<file path="src/rtl/lap_pkg.sv">
package lap_pkg;
  localparam int HOST_AW = 20;

  typedef enum logic [1:0] {
    WIN_A0_128K = 2'd0,
    WIN_A0_64K  = 2'd1,
    WIN_B0_32K  = 2'd2,
    WIN_B8_32K  = 2'd3
  } win_sel_e;

  localparam logic [HOST_AW-9:0] REG_WIN_PAGE  = 12'hB80;
  localparam logic [7:0]         BLT_STAT_OFF  = 8'h40;
  localparam logic [15:0]        MASK_WIDE     = 16'hFFFF;
  localparam logic [15:0]        MASK_NARROW   = 16'h7FFF;
endpackage

</file>
<file path="src/rtl/lap_window_decode.sv">
module lap_window_decode
  import lap_pkg::*;
#(
  parameter int LIN_W = 4
) (
  input  win_sel_e             win_sel,
  input  logic [LIN_W-1:0]     lin_en,
  input  logic                 reg_en,
  input  logic [HOST_AW-1:0]   addr,
  output logic                 vram_sel,
  output logic                 reg_sel,
  output logic [15:0]          masked_off
);
  logic legacy_on;
  logic in_win;
  logic [15:0] mask;

  always_comb begin
    legacy_on = (lin_en == '0);
    in_win    = 1'b0;
    mask      = MASK_WIDE;
    case (win_sel)
      WIN_A0_128K: begin in_win = (addr[19:17] == 3'b101);   mask = MASK_WIDE;   end
      WIN_A0_64K:  begin in_win = (addr[19:16] == 4'hA);     mask = MASK_WIDE;   end
      WIN_B0_32K:  begin in_win = (addr[19:15] == 5'b10110); mask = MASK_NARROW; end
      default:     begin in_win = (addr[19:15] == 5'b10111); mask = MASK_NARROW; end
    endcase
    vram_sel   = legacy_on && in_win;
    reg_sel    = legacy_on && reg_en && (win_sel == WIN_A0_64K) &&
                 (addr[HOST_AW-1:8] == REG_WIN_PAGE);
    masked_off = addr[15:0] & mask;
  end
endmodule

</file>
<file path="src/rtl/lap_bank_xlate.sv">
module lap_bank_xlate #(
  parameter int VRAM_AW = 22
) (
  input  logic               clk,
  input  logic               rst,
  input  logic               wr_en,
  input  logic               wr_idx,
  input  logic [VRAM_AW-1:0] wr_data,
  input  logic [15:0]        masked_off,
  output logic [VRAM_AW-1:0] xaddr
);
  localparam int NBANK  = 2;
  localparam int LOW_W  = 15;

  logic [VRAM_AW-1:0] bank_q [NBANK];

  for (genvar g = 0; g < NBANK; g++) begin : g_bank
    always_ff @(posedge clk) begin
      if (rst)                              bank_q[g] <= '0;
      else if (wr_en && (wr_idx == 1'(g)))  bank_q[g] <= wr_data;
    end
  end

  assign xaddr = {{(VRAM_AW-LOW_W){1'b0}}, masked_off[LOW_W-1:0]} + bank_q[masked_off[15]];

  // Shadow of the last write, cleared by reset, for the write check
  logic               prev_we;
  logic               prev_idx;
  logic [VRAM_AW-1:0] prev_data;
  always_ff @(posedge clk) begin
    if (rst) begin
      prev_we   <= 1'b0;
      prev_idx  <= 1'b0;
      prev_data <= '0;
    end else begin
      prev_we   <= wr_en;
      prev_idx  <= wr_idx;
      prev_data <= wr_data;
    end
  end

  a_r5_bank_write_lands: assert property (@(posedge clk) disable iff (rst)
    prev_we |-> (bank_q[prev_idx] == prev_data));
endmodule

</file>
<file path="src/rtl/lap_reg_responder.sv">
module lap_reg_responder
  import lap_pkg::*;
#(
  parameter int LANES = 4
) (
  input  logic [7:0]         base_off,
  input  logic [1:0]         size,
  output logic [8*LANES-1:0] lanes
);
  logic [2:0] active_n;

  always_comb begin
    case (size)
      2'd0:    active_n = 3'd1;
      2'd1:    active_n = 3'd2;
      default: active_n = 3'd4;
    endcase
  end

  for (genvar i = 0; i < LANES; i++) begin : g_lane
    logic [7:0] lane_off;
    assign lane_off = base_off + 8'(i);
    assign lanes[8*i +: 8] = (3'(i) >= active_n)      ? 8'hFF :
                             (lane_off == BLT_STAT_OFF) ? 8'h00 : 8'hFF;
  end
endmodule

</file>
<file path="src/rtl/legacy_aperture_decoder.sv">
module legacy_aperture_decoder
  import lap_pkg::*;
#(
  parameter int VRAM_AW = 22,
  parameter int LIN_W   = 4,
  parameter int LANES   = 4
) (
  input  logic               clk,
  input  logic               rst,
  input  logic [1:0]         win_select,
  input  logic [LIN_W-1:0]   lin_ap_en,
  input  logic               reg_win_en,
  input  logic               bank_wr_en,
  input  logic               bank_wr_idx,
  input  logic [VRAM_AW-1:0] bank_wr_data,
  input  logic               host_valid,
  input  logic [19:0]        host_addr,
  input  logic [1:0]         host_size,
  output logic               vram_hit,
  output logic [VRAM_AW-1:0] vram_addr,
  output logic               reg_hit,
  output logic [7:0]         reg_offset,
  output logic [8*LANES-1:0] reg_rdata
);
  localparam int DW = 8 * LANES;

  win_sel_e           sel;
  logic               vram_sel, reg_sel;
  logic [15:0]        masked_off;
  logic [VRAM_AW-1:0] xaddr;
  logic [DW-1:0]      lane_data;

  assign sel = win_sel_e'(win_select);

  lap_window_decode #(.LIN_W(LIN_W)) u_dec (
    .win_sel(sel), .lin_en(lin_ap_en), .reg_en(reg_win_en), .addr(host_addr),
    .vram_sel(vram_sel), .reg_sel(reg_sel), .masked_off(masked_off));

  lap_bank_xlate #(.VRAM_AW(VRAM_AW)) u_bank (
    .clk(clk), .rst(rst), .wr_en(bank_wr_en), .wr_idx(bank_wr_idx),
    .wr_data(bank_wr_data), .masked_off(masked_off), .xaddr(xaddr));

  lap_reg_responder #(.LANES(LANES)) u_resp (
    .base_off(host_addr[7:0]), .size(host_size), .lanes(lane_data));

  always_ff @(posedge clk) begin
    if (rst) begin
      vram_hit   <= 1'b0;
      reg_hit    <= 1'b0;
      vram_addr  <= '0;
      reg_offset <= '0;
      reg_rdata  <= '1;
    end else begin
      vram_hit   <= host_valid && vram_sel;
      reg_hit    <= host_valid && reg_sel;
      vram_addr  <= xaddr;
      reg_offset <= host_addr[7:0];
      reg_rdata  <= (host_valid && reg_sel) ? lane_data : '1;
    end
  end

  a_r10_idle_no_hit: assert property (@(posedge clk) disable iff (rst)
    !$past(host_valid) |-> (!vram_hit && !reg_hit));

  a_r7_linear_blocks: assert property (@(posedge clk) disable iff (rst)
    ($past(lin_ap_en) != '0) |-> (!vram_hit && !reg_hit));

  a_r6_reg_only_64k: assert property (@(posedge clk) disable iff (rst)
    reg_hit |-> ($past(win_select) == 2'd1 && $past(reg_win_en)));

  a_r11_hits_exclusive: assert property (@(posedge clk) disable iff (rst)
    !(vram_hit && reg_hit));

  a_r8_status_byte: assert property (@(posedge clk) disable iff (rst)
    (reg_hit && $past(host_size) == 2'd0 && reg_offset == 8'h40) |->
      (reg_rdata == {{(DW-8){1'b1}}, 8'h00}));

  a_r9_no_hit_ones: assert property (@(posedge clk) disable iff (rst)
    !reg_hit |-> (reg_rdata == '1));
endmodule

</file>
<file path="config.mk">
export PLATFORM = sky130hd
export DESIGN_NAME = legacy_aperture_decoder
export DESIGN_NICKNAME = d
export VERILOG_FILES = /design/src/rtl/lap_pkg.sv /design/src/rtl/lap_window_decode.sv /design/src/rtl/lap_bank_xlate.sv /design/src/rtl/lap_reg_responder.sv /design/src/rtl/legacy_aperture_decoder.sv
export SDC_FILE = /design/constraint.sdc
export NUM_CORES = 1
export LEC_CHECK = 0
export ABC_AREA = 1
export BUFFER_PORTS_ARGS = -buffer_cell sky130_fd_sc_hd__buf_2
export CAP_MARGIN = 5
export CORE_ASPECT_RATIO = 1.4
export CORE_MARGIN = 4
export CORE_UTILIZATION = 53
export CTS_CLUSTER_DIAMETER = 40
export DETAILED_ROUTE_END_ITERATION = 6
export GPL_TIMING_DRIVEN = 0
export HOLD_SLACK_MARGIN = 0.02
export PLACE_DENSITY = 0.8
export SLEW_MARGIN = 15
export SYNTH_ARGS = -nofsm -noshare
export SYNTH_HDL_FRONTEND = slang
export SYNTH_SLANG_ARGS = --single-unit
</file>
<file path="constraint.sdc">
create_clock -name clk -period 3.16 [get_ports clk]
set_clock_uncertainty 0.15 [all_clocks]
set_input_delay 0.316 -clock clk [delete_from_list [all_inputs] [get_ports clk]]
set_output_delay 0.316 -clock clk [all_outputs]
set_load 0.02 [all_outputs]
</file>
==> out/qor.yml, run 1 <==
overflow: 0
cp_data_required_time_ns: 3.24
ios: 120
min_period_over_period: 0.831
critPathMaxFanout: 10
initial_core_util: 0.551
wl_um: 10500
r2r_start: "u_bank.bank_q[1][0]$_SDFFCE_PN0P_"
syn-cell-area_um2: 4540
p_leak_uw: 0.00288
antenna_found_initial: 0
synthFlopType: "edfxtp_1"
yosys_warnings: 0
path_class: "input port to register"
min_period_ns: 2.63
crit_family: "simple AND/OR/NAND/NOR gates"
status: "finished, final reports clean"
slew_headroom: 0.611
grt_first_pass_wirelength_um: 17200
setup_viol: 0
antenna_cells: 0
yosysTopAreaCell: "edfxtp_1"
cts_tree: "done"
route.detailed.drc: 0
place_congestion: 0.943
holdCritPathClass: "input port to register"
dr.pass1.iters: 5
row_count: 39
cp.depth: 18
synthArstFlopShare: 0
grt_pass1_vias: 3972
vias: 4086
synth.most_common_cell: "nand2_1"
drt-wirelength-per-cell_um: 12.7
crit_path_start: "win_select[1]"
nNetsFinal: 801
crit_chain: "buf_2 -> inv_4 -> nand2_4 -> buf_6 -> clkbuf_1 -> nand2_1 -> nand2_1 -> ha_1 -> fa_1 -> nand2_1 -> nand2_1 -> nand3_1 -> nor2_1 -> nand2_1 -> nand3_2 -> nand3_1 -> nand2_1 -> nor2_1"
max_stage_delay_ns: 0.38
cts_resized: 0
cts_sinks: 80
ys_ff_latch: 80
dp_hpwl_um: 8380
slew_viol_final: 0
power.density_nw_per_um2: 510
clk_latency_ns: 0.34
crit_path_end_kind: "register"
cp-endpoint: "vram_addr[20]$_SDFF_PP0_"
avgViaCountPerCell: 4.92
worstMarginPinSlew_ns: 0.583
die_h_um: 118
cp.buffers_inverters: 4
syn2layout_area_growth_pct: 23.5
rsz0062_at_grt: "no"
dieArea_um2: 10100
syn_inst: 593
crit_slowest_cell: "clkbuf_1"
clk_pin_slew_ns: 0.06
clockRootBuffer: "clkbuf_16"
synth_edf_count: 44
ff2ff_setup_slack_ns: 0.95
final_cells: 830
io_buffer_count: 118
die_x_um: 86.3
synth_area_leaders: "edfxtp_1 29%, dfxtp_1 16%, nand2_1 13%, nor2_1 7.8%, inv_1 6.7%"
yosysSeqAreaShare: 0.449
arrival_ns: 2.71
yosysTopAreaCellShare: 0.291
hold_buffers: 0
utilization: 0.680
ys_types: 40
cts_setup_buffers: 0
dpl.cell_count: 815
rr_worst_depth: 12
synth_fp_nets: 670
htree_levels: 3
drtIter0Drc: 337
max-clock-path-buffers: 2
crit_path_start_kind: "input port"
finalHoldViolations: 0
synth_common_cells: "153 x nand2_1, 95 x nor2_1, 81 x inv_1"
grt_max_degree: 17
grt_usage: 0.211
fmax_mhz: 381
core_um2: 8250
maxCapViolCount: 0
ant_nets: 0
cpMostUsedCell: "nand2_1"
drive_above_1_share: 0.251
cts_buffers: 9
timing.rr.end: "vram_addr[20]$_SDFF_PP0_"
syn_area_per_cell_um2: 7.66
peakVddDrop_mv: 0.363
state kept, by name, summed over array words and instances (netlist names):
signal and cells:
reg_hit 1, reg_offset 8, reg_rdata 4, u_bank.bank_q 44, vram_addr 22, vram_hit 1
stage by stage:
stage	setup WS (ns)	total power, uW	hold slack, ns	setup TNS (ns)	area, um2
2_1_floorplan	0.626	1620	0.237	0	4540
3_3_place_gp	-0.177	1780	0.401	-6.68	5260
3_5_place_dp	0.181	1800	0.406	0	5300
4_1_cts	0.536	2870	0.0564	0	5610
5_1_grt	0.280	3000	0.0686	0	5610
6_report	0.535	2860	0.0695	0	5610
cells by family (layout without fill, tap and decap cells):
logic type | Yosys count | in the layout | synth area share
simple gates | 315 | 315 | 0.295
mux | 1 | 1 | 0.00220
fa+ha+maj | 21 | 21 | 0.0595
compound gates | 50 | 50 | 0.0589
xor+xnor | 4 | 4 | 0.00771
flops | 80 | 80 | 0.449
buf+inv | 122 | 257 | 0.127
final cells by class:
cell class / instances / area (um2)
Fill cell: 658 / 2640
Multi-Input combinational cell: 391 / 1930
Timing Repair Buffer: 120 / 621
Clock buffer: 10 / 229
Buffer: 39 / 265
Clock inverter: 5 / 82.6
Tap cell: 102 / 128
Sequential cell: 80 / 2040
Inverter: 83 / 314
power by group:
group	internal [uW]	leakage, uW	switching (uW)
registers	1190	0.000746	19.8
logic	196	0.00199	379
clock network	686	0.000141	389
layout by cell type, fill, tap and decap left out, drive strengths merged:
master	instances
or2	2
fa	1
o21bai	1
nor2	99
inv	83
edfxtp	44
mux2i	1
bufinv	2
xnor2	2
buf	151
nand3	34
o21a	1
dfxtp	36
a21o	1
a31oi	1
o2111ai	1
nor3	9
nor3b	3
nand3b	4
clkinvlp	3
nor2b	1
xor2	2
o31ai	1
a22oi	1
clkbuf	18
o21ai	17
nand2	158
ha	20
a21oi	26
nor4	4
and2	1
routing by layer:
layer  track usage  share of wire  wire length [um]  vias up
met5             0              0                 0        -
met4        0.0936          0.027               282        0
met3        0.0483          0.074               778       24
met2         0.373           0.51              5340      132
met1         0.238           0.39              4120     1816
li1              -              -                 -     2114
worst min-delay path by stage:
stage	cells after the start	end	slack, ns	startpoint
6_report	2	reg_offset[2]$_SDFF_PP0_	0.07	rst
5_1_grt	2	reg_offset[2]$_SDFF_PP0_	0.07	rst
4_1_cts	2	reg_offset[2]$_SDFF_PP0_	0.06	rst
3_5_place_dp	2	reg_offset[2]$_SDFF_PP0_	0.41	rst
3_3_place_gp	2	reg_offset[2]$_SDFF_PP0_	0.40	rst
2_1_floorplan	1	reg_offset[2]$_SDFF_PP0_	0.24	rst
Power figures use the tool's default switching activity.
==> run 2, diff against run 1 <==
--- a/config.mk
+++ b/config.mk
@@ -10,12 +10,12 @@
 export CAP_MARGIN = 5
 export CORE_ASPECT_RATIO = 1.4
 export CORE_MARGIN = 4
-export CORE_UTILIZATION = 53
+export CORE_UTILIZATION = 48
 export CTS_CLUSTER_DIAMETER = 40
 export DETAILED_ROUTE_END_ITERATION = 6
 export GPL_TIMING_DRIVEN = 0
 export HOLD_SLACK_MARGIN = 0.02
-export PLACE_DENSITY = 0.8
+export PLACE_DENSITY = 0.77
 export SLEW_MARGIN = 15
 export SYNTH_ARGS = -nofsm -noshare
 export SYNTH_HDL_FRONTEND = slang
==> constraint.sdc (replaced) <==
create_clock -name clk -period 2.3 [get_ports clk]
set_clock_uncertainty 0.15 [all_clocks]
set_input_delay 0.23 -clock clk [delete_from_list [all_inputs] [get_ports clk]]
set_output_delay 0.23 -clock clk [all_outputs]
set_load 0.02 [all_outputs]
==> run 2 against run 1 <==
Net effect:
- routed wire length is 2.4% higher
- die area grew 9.6%
- final area is 1.9% higher
- register-to-register slack got worse by 0.73 ns
- critical path type unchanged
- via count grew 3.6%
- sequential share of layout area down 0.68 points
==> out/qor.yml, run 2 (same netlist as run 1, synthesis figures left out) <==
status: "finished, final reports clean"
grt_first_pass_wirelength_um: 17700
fin_ws_ns: 0.169
layout_commonest_cell: "nand2_1"
design_area_um2: 5720
fmax_mhz: 469
nNetsFinal: 808
grt_pass1_vias: 4010
dr.pass1.iters: 5
cts_tree: "done"
finalHoldViolations: 0
wl_um: 10800
place_ws_ns: -0.387
htree_levels: 3
avgViaCountPerCell: 5.02
clk_latency_ns: 0.34
crit_path_start_kind: "input port"
drt-wirelength-per-cell_um: 12.8
ant_nets: 0
crit_path_end_kind: "register"
drive_above_1_share: 0.272
final_cell_mix: "153 x nand2_1, 119 x buf_2, 93 x nor2_1"
worstMarginPinSlew_ns: 0.539
worstHoldPathCells: 3
finalSetupTns_ns: 0
wl_met2_um: 5340
r2r_start: "u_bank.bank_q[0][5]$_SDFFCE_PN0P_"
clk_pin_slew_ns: 0.06
crit_chain: "dlygate4sd3_1 -> buf_2 -> inv_1 -> nand2_1 -> nor3b_1 -> nand3_1 -> nor2_1 -> o2111ai_1"
antenna_cells: 0
critPathMaxFanout: 6
die_x_um: 90.2
slew_viol_final: 0
wl_met1_um: 4250
peakVddDrop_mv: 0.452
crit_slowest_cell: "dlygate4sd3_1"
initial_core_util: 0.498
holdCritPathClass: "input port to register"
cts_buffers: 9
power.density_nw_per_um2: 681
cts_sinks: 80
min_period_over_period: 0.927
vias: 4235
antenna_found_initial: 0
maxCapViolCount: 0
place_congestion: 0.940
core_um2: 9130
drtIter0Drc: 268
syn2layout_area_growth_pct: 25.9
grt_usage: 0.198
timing.rr.end: "vram_addr[20]$_SDFF_PP0_"
dp_hpwl_um: 8480
wl_met3_um: 860
max-clock-path-buffers: 2
clockRootBuffer: "clkbuf_16"
path_class: "input port to register"
rsz0062_at_grt: "no"
dieArea_um2: 11100
slew_headroom: 0.640
largest_register_ffs: 44
ff2ff_setup_slack_ns: 0.22
io_buffer_count: 118
row_count: 41
grt_max_degree: 17
min_period_ns: 2.13
power_uw: 3900
ios: 120
rr_worst_depth: 12
cp_data_required_time_ns: 2.33
highest_layer: "met4"
overflow: 0
hold-path-endpoint: "reg_rdata[6]$_SDFF_PP1_"
setup_viol: 0
largest_register: "u_bank.bank_q"
hold_start: "host_addr[0]"
die_h_um: 123
arrival_ns: 2.16
max_stage_delay_ns: 0.54
dpl_cell_area_um2: 5310
route.detailed.drc: 0
p_leak_uw: 0.00292
reg_top3: "u_bank.bank_q x44, vram_addr x22, reg_offset x8"
[run 2: cell types whose count changed in the layout (fill, tap and decap cells not counted), moves of 3 or more]
cell	delta
nand3_1	-3
nor2_2	+3
nand3_2	+3
dlygate4sd3_1	+3
buf_4	+4
[run 2: layout make-up]
type                            instances  area, um2
Buffer                                 38        269
Fill cell                             786       3410
Tap cell                              107        134
Multi-Input combinational cell        392       1980
Clock inverter                          6       68.8
Clock buffer                           10        229
Sequential cell                        80       2040
Timing Repair Buffer                  127        681
Inverter                               83        314
[run 2: worst max-delay path, delay by kind of cell]
family / cells / cell delay (ns)
AO/OA/AOI/OAI: 1 / 0.21
AND/OR/NAND/NOR: 4 / 0.79
buffers and inverters: 3 / 0.91
[run 2: per-layer routing]
layer	GRT usage	up-vias
li1	-	2133
met3	0.0463	24
met4	0.0843	0
met5	0	-
met1	0.223	1893
met2	0.362	185
[run 2: stage by stage]
stage          cells   util  hold WS (ns)
3_3_place_gp     818  0.578         0.298
5_1_grt          843  0.626        0.0462
6_report         843  0.626        0.0356
4_1_cts          840  0.619        0.0220
2_1_floorplan    593      -         0.151
3_5_place_dp     820  0.582         0.303
[run 2: power by group]
group	switching [uW]	internal, uW
clock network	565	845
registers	28.9	1640
logic	535	287
total	1130	2770
[run 2: worst max path at each step]
| stage | from | end | slack (ns) | depth (start not counted) |
|---|---|---|---|---|
| after floorplan | host_addr[15] | vram_addr[20]$_SDFF_PP0_ | 0.01 | 16 |
| after global placement | win_select[1] | vram_addr[20]$_SDFF_PP0_ | -0.32 | 17 |
| after detailed placement | host_addr[15] | vram_addr[20]$_SDFF_PP0_ | -0.39 | 17 |
| after CTS | win_select[1] | vram_addr[20]$_SDFF_PP0_ | 0.02 | 17 |
| after global routing | host_addr[15] | vram_addr[20]$_SDFF_PP0_ | 0.01 | 17 |
| final | rst | reg_rdata[30]$_SDFF_PP1_ | 0.17 | 8 |
[run 2: repair_timing]
| item | CTS | global route |
|---|---|---|
| hold endpoints to repair | 2 | 0 |
| pin swaps | 1 | 2 |
| gates cloned | 0 | 1 |
| buffers inserted | 1 | 3 |
| resized for setup | 2 | 13 |
| endpoints found under the setup margin | 2 | 13 |
| hold buffers | 3 | 0 |
